### src/rtl/tap_pkg.sv
`timescale 1ns/1ps
package tap_pkg;

  typedef enum logic [3:0] {
    S_RESET, S_IDLE,
    S_SEL_DR, S_CAP_DR, S_SHF_DR, S_EX1_DR, S_PAU_DR, S_EX2_DR, S_UPD_DR,
    S_SEL_IR, S_CAP_IR, S_SHF_IR, S_EX1_IR, S_PAU_IR, S_EX2_IR, S_UPD_IR
  } tap_state_e;

endpackage

### src/rtl/tap_fsm.sv
`timescale 1ns/1ps
module tap_fsm
  import tap_pkg::*;
(
  input  logic       tck,
  input  logic       rst_n,
  input  logic       tms,
  output tap_state_e state
);

  tap_state_e state_q, state_d;

  always_comb begin
    state_d = state_q;
    unique case (state_q)
      S_RESET:  state_d = tms ? S_RESET  : S_IDLE;
      S_IDLE:   state_d = tms ? S_SEL_DR : S_IDLE;
      S_SEL_DR: state_d = tms ? S_SEL_IR : S_CAP_DR;
      S_CAP_DR: state_d = tms ? S_EX1_DR : S_SHF_DR;
      S_SHF_DR: state_d = tms ? S_EX1_DR : S_SHF_DR;
      S_EX1_DR: state_d = tms ? S_UPD_DR : S_PAU_DR;
      S_PAU_DR: state_d = tms ? S_EX2_DR : S_PAU_DR;
      S_EX2_DR: state_d = tms ? S_UPD_DR : S_SHF_DR;
      S_UPD_DR: state_d = tms ? S_SEL_DR : S_IDLE;
      S_SEL_IR: state_d = tms ? S_RESET  : S_CAP_IR;
      S_CAP_IR: state_d = tms ? S_EX1_IR : S_SHF_IR;
      S_SHF_IR: state_d = tms ? S_EX1_IR : S_SHF_IR;
      S_EX1_IR: state_d = tms ? S_UPD_IR : S_PAU_IR;
      S_PAU_IR: state_d = tms ? S_EX2_IR : S_PAU_IR;
      S_EX2_IR: state_d = tms ? S_UPD_IR : S_SHF_IR;
      S_UPD_IR: state_d = tms ? S_SEL_DR : S_IDLE;
      default:  state_d = S_RESET;
    endcase
  end

  always_ff @(posedge tck or negedge rst_n) begin
    if (!rst_n) state_q <= S_RESET;
    else        state_q <= state_d;
  end

  assign state = state_q;

  // Run of consecutive tms-high edges, saturating at five
  logic [2:0] ones_q;
  always_ff @(posedge tck or negedge rst_n) begin
    if (!rst_n)               ones_q <= 3'd0;
    else if (!tms)            ones_q <= 3'd0;
    else if (ones_q != 3'd5)  ones_q <= ones_q + 3'd1;
  end

  AST_FIVE_ONES_RESET: assert property (@(posedge tck) disable iff (!rst_n)
    ones_q == 3'd5 |-> state_q == S_RESET) else $error("five ones did not reach reset");
  AST_RESET_HOLD: assert property (@(posedge tck) disable iff (!rst_n)
    (state_q == S_RESET && tms) |=> state_q == S_RESET) else $error("reset state left with tms high");

endmodule

### src/rtl/tap_ir.sv
`timescale 1ns/1ps
module tap_ir
  import tap_pkg::*;
#(
  parameter int              IR_W      = 4,
  parameter logic [IR_W-1:0] OP_IDCODE = 4'b0010
) (
  input  logic            tck,
  input  logic            rst_n,
  input  logic            tdi,
  input  tap_state_e      state,
  output logic [IR_W-1:0] ir,
  output logic            sh_lsb
);

  localparam logic [IR_W-1:0] CAP_PAT = {{(IR_W-1){1'b0}}, 1'b1};

  logic [IR_W-1:0] sh_q, sh_d, ir_q, ir_d;
  logic            sh_en, ir_en;

  always_comb begin
    sh_en = (state == S_CAP_IR) || (state == S_SHF_IR);
    sh_d  = (state == S_CAP_IR) ? CAP_PAT : {tdi, sh_q[IR_W-1:1]};
  end

  always_ff @(posedge tck or negedge rst_n) begin
    if (!rst_n)     sh_q <= '0;
    else if (sh_en) sh_q <= sh_d;
  end

  // Active instruction changes on the falling edge
  always_comb begin
    ir_en = (state == S_UPD_IR) || (state == S_RESET);
    ir_d  = (state == S_RESET) ? OP_IDCODE : sh_q;
  end

  always_ff @(negedge tck or negedge rst_n) begin
    if (!rst_n)     ir_q <= OP_IDCODE;
    else if (ir_en) ir_q <= ir_d;
  end

  assign ir     = ir_q;
  assign sh_lsb = sh_q[0];

  AST_IR_CAPTURE: assert property (@(posedge tck) disable iff (!rst_n)
    state == S_CAP_IR |=> sh_q == CAP_PAT) else $error("capture pattern wrong");
  AST_IR_SHIFT_IN: assert property (@(posedge tck) disable iff (!rst_n)
    state == S_SHF_IR |=> sh_q[IR_W-1] == $past(tdi)) else $error("ir shift-in wrong");

endmodule

### src/rtl/tap_dr.sv
`timescale 1ns/1ps
module tap_dr
  import tap_pkg::*;
#(
  parameter int              ID_W     = 32,
  parameter logic [ID_W-1:0] ID_VALUE = 32'h4A5C_3E97
) (
  input  logic       tck,
  input  logic       rst_n,
  input  logic       tdi,
  input  tap_state_e state,
  input  logic       sel_id,
  output logic       dr_lsb
);

  logic [ID_W-1:0] id_q, id_d;
  logic            byp_q, byp_d;
  logic            dr_en;

  always_comb begin
    dr_en = (state == S_CAP_DR) || (state == S_SHF_DR);
    if (state == S_CAP_DR) begin
      id_d  = ID_VALUE;
      byp_d = 1'b0;
    end else begin
      id_d  = {tdi, id_q[ID_W-1:1]};
      byp_d = tdi;
    end
  end

  always_ff @(posedge tck or negedge rst_n) begin
    if (!rst_n) begin
      id_q  <= '0;
      byp_q <= 1'b0;
    end else if (dr_en) begin
      id_q  <= id_d;
      byp_q <= byp_d;
    end
  end

  assign dr_lsb = sel_id ? id_q[0] : byp_q;

  AST_BYPASS_CAPTURE: assert property (@(posedge tck) disable iff (!rst_n)
    state == S_CAP_DR |=> byp_q == 1'b0) else $error("bypass capture not zero");
  AST_ID_CAPTURE: assert property (@(posedge tck) disable iff (!rst_n)
    state == S_CAP_DR |=> id_q == ID_VALUE) else $error("id capture wrong");

endmodule

### src/rtl/tap_ctrl.sv
`timescale 1ns/1ps
module tap_ctrl
  import tap_pkg::*;
#(
  parameter int              IR_W      = 4,
  parameter int              ID_W      = 32,
  parameter logic [IR_W-1:0] OP_IDCODE = 4'b0010,
  parameter logic [ID_W-1:0] ID_VALUE  = 32'h4A5C_3E97
) (
  input  logic tck,
  input  logic rst_n,
  input  logic tms,
  input  logic tdi,
  output logic tdo,
  output logic tdo_en,
  output logic port_owned
);

  // Reset asserts at once, releases on a rising tck edge
  logic [1:0] rsync_q;
  logic       rst_sync_n;
  always_ff @(posedge tck or negedge rst_n) begin
    if (!rst_n) rsync_q <= 2'b00;
    else        rsync_q <= {rsync_q[0], 1'b1};
  end
  assign rst_sync_n = rsync_q[1];

  tap_state_e      state;
  logic [IR_W-1:0] ir;
  logic            ir_lsb, dr_lsb, sel_id;

  tap_fsm u_fsm (
    .tck   (tck),
    .rst_n (rst_sync_n),
    .tms   (tms),
    .state (state)
  );

  tap_ir #(.IR_W(IR_W), .OP_IDCODE(OP_IDCODE)) u_ir (
    .tck    (tck),
    .rst_n  (rst_sync_n),
    .tdi    (tdi),
    .state  (state),
    .ir     (ir),
    .sh_lsb (ir_lsb)
  );

  assign sel_id = (ir == OP_IDCODE);

  tap_dr #(.ID_W(ID_W), .ID_VALUE(ID_VALUE)) u_dr (
    .tck    (tck),
    .rst_n  (rst_sync_n),
    .tdi    (tdi),
    .state  (state),
    .sel_id (sel_id),
    .dr_lsb (dr_lsb)
  );

  logic tdo_d, en_d, tdo_q, en_q;
  always_comb begin
    en_d  = (state == S_SHF_IR) || (state == S_SHF_DR);
    tdo_d = (state == S_SHF_IR) ? ir_lsb :
            (state == S_SHF_DR) ? dr_lsb : 1'b0;
  end

  always_ff @(negedge tck or negedge rst_sync_n) begin
    if (!rst_sync_n) begin
      tdo_q <= 1'b0;
      en_q  <= 1'b0;
    end else begin
      tdo_q <= tdo_d;
      en_q  <= en_d;
    end
  end

  assign tdo        = tdo_q;
  assign tdo_en     = en_q;
  assign port_owned = sel_id;

  AST_TDO_EN_SHIFT: assert property (@(posedge tck) disable iff (!rst_sync_n)
    en_q == ((state == S_SHF_IR) || (state == S_SHF_DR))) else $error("tdo_en off its states");
  AST_TDO_QUIET: assert property (@(posedge tck) disable iff (!rst_sync_n)
    !en_q |-> !tdo_q) else $error("tdo active while disabled");

endmodule

### config.mk
export PLATFORM = sky130hd
export DESIGN_NAME = tap_ctrl
export DESIGN_NICKNAME = d
export VERILOG_FILES = /design/src/rtl/tap_pkg.sv /design/src/rtl/tap_fsm.sv /design/src/rtl/tap_ir.sv /design/src/rtl/tap_dr.sv /design/src/rtl/tap_ctrl.sv
export SDC_FILE = /design/constraint.sdc
export NUM_CORES = 1
export LEC_CHECK = 0
export BUFFER_PORTS_ARGS = -buffer_cell sky130_fd_sc_hd__buf_2
export CAP_MARGIN = 20
export CORE_MARGIN = 1.5
export CORE_UTILIZATION = 35
export CTS_CLUSTER_DIAMETER = 60
export DETAILED_ROUTE_END_ITERATION = 7
export GPL_TIMING_DRIVEN = 0
export REMOVE_ABC_BUFFERS = 1
export SLEW_MARGIN = 20
export SYNTH_ARGS = -nofsm -noshare
export SYNTH_HDL_FRONTEND = slang
export SYNTH_SLANG_ARGS = --single-unit
### constraint.sdc
create_clock -name tck -period 2.1 [get_ports tck]
set_clock_uncertainty 0.2 [all_clocks]
set_input_delay 0.42 -clock tck [delete_from_list [all_inputs] [get_ports tck]]
set_output_delay 0.42 -clock tck [all_outputs]
set_load 0.05 [all_outputs]
Word-level counts from Yosys, hierarchy flattened
Index checks and enable logic that the tools add are counted.
{"block": "word_totals", "reg_bits": 49, "inputBits": 4, "output_inout_bits": 3, "wordCells": 52}
{"block": "op_classes", "n_eq_ne": 16, "muxes": 20, "n_reduce_logical": 8}
{"cell": "4-bit case mux with 12 select lines", "n": 1}
{"cell": "4-bit == test (second input constant)", "n": 8}
{"cell": "32-bit two-way mux", "n": 1}
{"cell": "4-bit two-way mux", "n": 6}
{"cell": "4-bit by 3-bit == test with 1-bit output (second input constant)", "n": 4}
{"cell": "4-bit by 2-bit == test with 1-bit output (second input constant)", "n": 3}
{"cell": "1-bit two-way mux", "n": 7}
{"cell": "2-bit two-way mux", "n": 3}
{"cell": "3-bit two-way mux", "n": 2}
{"cell": "4-bit by 1-bit == test with 1-bit output (second input constant)", "n": 1}
{"cell": "4-bit logical NOT", "n": 1}
{"cell": "1-bit logical OR", "n": 4}
{"cell": "2-bit OR reduction", "n": 2}
{"cell": "3-bit OR reduction", "n": 1}

Longest topological paths before layout
{"block": "logic_depth", "word_depth": 4, "mapped_depth": 5, "depth_no_buf": 3}

By module
From an unflattened synthesis, not the netlist that was laid out.
{"block": "hier_totals", "cells_unflattened": 237, "hier_area_um2": 2275.9}
{"module": "tap_dr", "n_inst": 1, "cells_per_inst": 148, "area_per_inst_um2": 1443.9, "seq_area_each_um2": 800.8}
{"module": "tap_ir", "n_inst": 1, "cells_per_inst": 39, "area_per_inst_um2": 361.6, "seq_area_each_um2": 201.4}
{"module": "tap_fsm", "n_inst": 1, "cells_per_inst": 40, "area_per_inst_um2": 315.3, "seq_area_each_um2": 100.1}
{"module": "tap_ctrl", "n_inst": 1, "cells_per_inst": 10, "area_per_inst_um2": 155.1, "seq_area_each_um2": 100.1}

==> out/results.ini <==
[global_route]
grt_max_degree = 31
grt_use_total = 0.1387
grt_pass1_wl_microns = 6858
antenna_found_initial = 0
grt_overflow = 0
grt_pass1_vias = 1441

[outcome]
violations = negative setup slack
status = finished, violations left

[sta]
tightest_slew_ns = 0.6676
hold_ws_ns = 0.001726
setup_viol = 9
slew_violations = 0
relSlewSlack = 0.5550
hold_violations = 0
rsz0062_at_grt = true
layout_setup_ws_ns = -0.8983
fin_setup_tns_ns = -5.625

[critical_path]
path_max_fanout = 2
crit_type = reg -> out
crit_arrival_ns = 2.38
end_kind = output pin
critical_path_required_ns = 1.48
startpoint_type = flip-flop
reg2reg_to = tdo
rr_startpoint = u_fsm.state[2]
rrSetupSlack_ns = -0.80
r2r_cells = 2

[logic_synthesis]
syn_area_per_cell_sq_um = 10.46
postSynthCellCount = 202
synth_seq_cells = 48
ys.warnings.count = 0
yosys-top-cells-area = dfrtp_1 (50%), nand2_1 (7.6%), dfrtn_1 (5.9%)
ys_async_sr_fraction = 1.000
yosysSeqAreaShare = 0.5693
yosys_most_used_dff = dfrtp_1
synth-edff-count = 0
synth_area_sq_um = 2112
synth_top_cell_area_share = 0.4976
yosysTopAreaCell = dfrtp_1
synth.distinct_cells = 41

[finish]
fill_cells = 609
antenna_cells = 0
drive_gt1_frac = 0.1490
finalNetCount = 211
area_growth_pct = 11.67

[min_path]
min_path_type = reg -> async

[die]
start_util = 0.3588
die_width_microns = 80.68
rows = 28
core_sq_um = 5886
ios = 7
dieArea_sq_um = 6509
die_height_microns = 80.68

[clocking]
cts_tree = built
clock-root-buffer = clkbuf_8
clk_path_buf_depth = 2
insertion_delay_ns = 0.35
cts_max_level = 2
clock_sinks = 48
numCtsBuffers = 5
cts.clk_slew.worst_paths_ns = 0.09

[detailed_routing]
drc_errors = 0
wirelength_microns = 3831
detail_route.first_pass.iterations = 4
wire_per_inst_microns = 13.54
ant_nets = 0
via_count = 1453
dr.first_iter.drc_count = 132
via_per_inst = 5.134

[power]
vdd_drop_max_v = 0.0005776
p_clk_frac = 0.187
p_int_uw = 2364
power_frac_seq = 0.454
combPwrFrac = 0.359
p_leak_uw = 0.001020
p_sw_uw = 1439
swShare = 0.3784
p_per_area_nw_per_um2 = 1613

[job]
drv_cap = 0

[placed_design]
dp_hpwl_microns = 2306
port_buffers = 6
gp_congestion = 0.7505

-- worst max-delay path, cell delays in order (launching register included) --
cell and delay, ns:
dfstp_2 0.53, nor4b_4 0.24, buf_6 0.20
-- logic make-up (layout without fill, tap and decap cells) --
kind of cell	count (synthesis)	in the layout	synth area share
muxes	1	1	0.004740
buffers and inverters	20	26	0.05982
DFF	48	48	0.5693
AOI/OAI and AO/OA	50	50	0.1594
other	1	1	0.001776
xor gates and xnor gates	1	1	0.004148
and+or+nand+nor	81	81	0.2008
-- what timing repair did --
item                       4_1_cts  5_1_grt
setup endpoints to repair       19       41
gates resized for setup         10        0
buffers inserted                 3        2
hold buffers                     1        0
hold endpoints to repair         2        0
pin swaps                        1        0
-- sequential cells by signal, summed over array words and instances (netlist names) --
name,count
u_ir.ir,4
u_fsm.state,4
u_dr.byp_q,1
u_ir.sh_q,4
tdo_en,1
tdo,1
u_dr.id_q,31
rsync_q,2
-- how the worst max path moves through the flow --
| stage | start | to | slack (ns) | cells past startpoint |
|---|---|---|---|---|
| after floorplan | u_ir.ir[1] | port_owned | -1.84 | 1 |
| after global placement | u_fsm.state[2] | tdo_en | -1.15 | 2 |
| after detailed placement | u_ir.ir[1] | port_owned | -0.98 | 2 |
| after CTS | u_ir.ir[1] | port_owned | -0.92 | 2 |
| after global routing | u_ir.ir[1] | port_owned | -0.96 | 2 |
| final | u_ir.ir[1] | port_owned | -0.90 | 2 |
-- layout make-up --
class,count,area (sq um),area share
Clock buffer,6,82.58,0.03501
Clock inverter,3,42.54,0.01804
Inverter,3,11.26,0.004775
Multi-Input combinational cell,134,798.3,0.3385
Sequential cell,48,1206,0.5114
Tap cell,75,93.84,0.03979
Timing Repair Buffer,14,123.9,0.05252
-- synth_stat cells (2+ instances only) --
| library cell | instances |
|---|---|
| nor3_1 | 2 |
| a31o_2 | 2 |
| o21ai_0 | 6 |
| buf_4 | 2 |
| nand3_1 | 9 |
| nor2_1 | 8 |
| o22a_1 | 10 |
| nand2_1 | 43 |
| nand2b_1 | 2 |
| inv_1 | 4 |
| nand4_1 | 2 |
| dfrtp_1 | 42 |
| o22ai_1 | 3 |
| buf_2 | 5 |
| a22o_1 | 4 |
| a211oi_1 | 2 |
| o221ai_1 | 3 |
| a21oi_1 | 17 |
| nand3b_1 | 2 |
| dfrtn_1 | 5 |
| clkbuf_1 | 3 |
| buf_6 | 5 |
| nor2b_1 | 3 |
-- power groups by stage --
stage               Sequential (uW)  Clock, uW  Combinational [uW]
floorplan                      1680       5.96                 910
global placement               1720       5.96                1180
detailed placement             1720       5.96                1230
CTS                            1720        732                1350
global route                   1800        774                1550
finish                         1730        711                1370
-- cells in the final DEF (no fill, tap or decap), types with 3 or more instances in the layout --
cell type / netlist / final
inv_1: 4 / 4
nor2_1: 8 / 8
buf_4: 2 / 6
dfrtp_1: 42 / 39
dfrtn_1: 5 / 5
clkbuf_8: 0 / 6
a21oi_1: 17 / 17
o21ai_0: 6 / 6
dfrtp_2: 0 / 3
o22ai_1: 3 / 3
buf_6: 5 / 3
a22o_1: 4 / 4
o221ai_1: 3 / 3
nand2_1: 43 / 43
o22a_1: 10 / 10
buf_2: 5 / 3
nor2b_1: 3 / 3
nand3_1: 9 / 9
-- routing by layer --
metal	routed length (microns)	vias up	track usage
met2	1780	22	0.2202
li1	-	712	-
met3	138	8	0.03068
met5	0	-	0
met1	1845	711	0.1821
met4	68	0	0.05690
-- metrics by stage --
step / area [sq um] / power, uW / instances / utilization / worst slack, ns
2_1_floorplan: 2001 / 2593 / 186 / - / -1.837
3_3_place_gp: 2125 / 2906 / 267 / 0.3610 / -1.150
3_5_place_dp: 2153 / 2951 / 269 / 0.3659 / -0.9792
4_1_cts: 2344 / 3799 / 281 / 0.3982 / -0.9241
5_1_grt: 2359 / 4123 / 283 / 0.4007 / -0.9592
6_report: 2359 / 3803 / 283 / 0.4007 / -0.8983
Power figures use the tool's default switching activity.
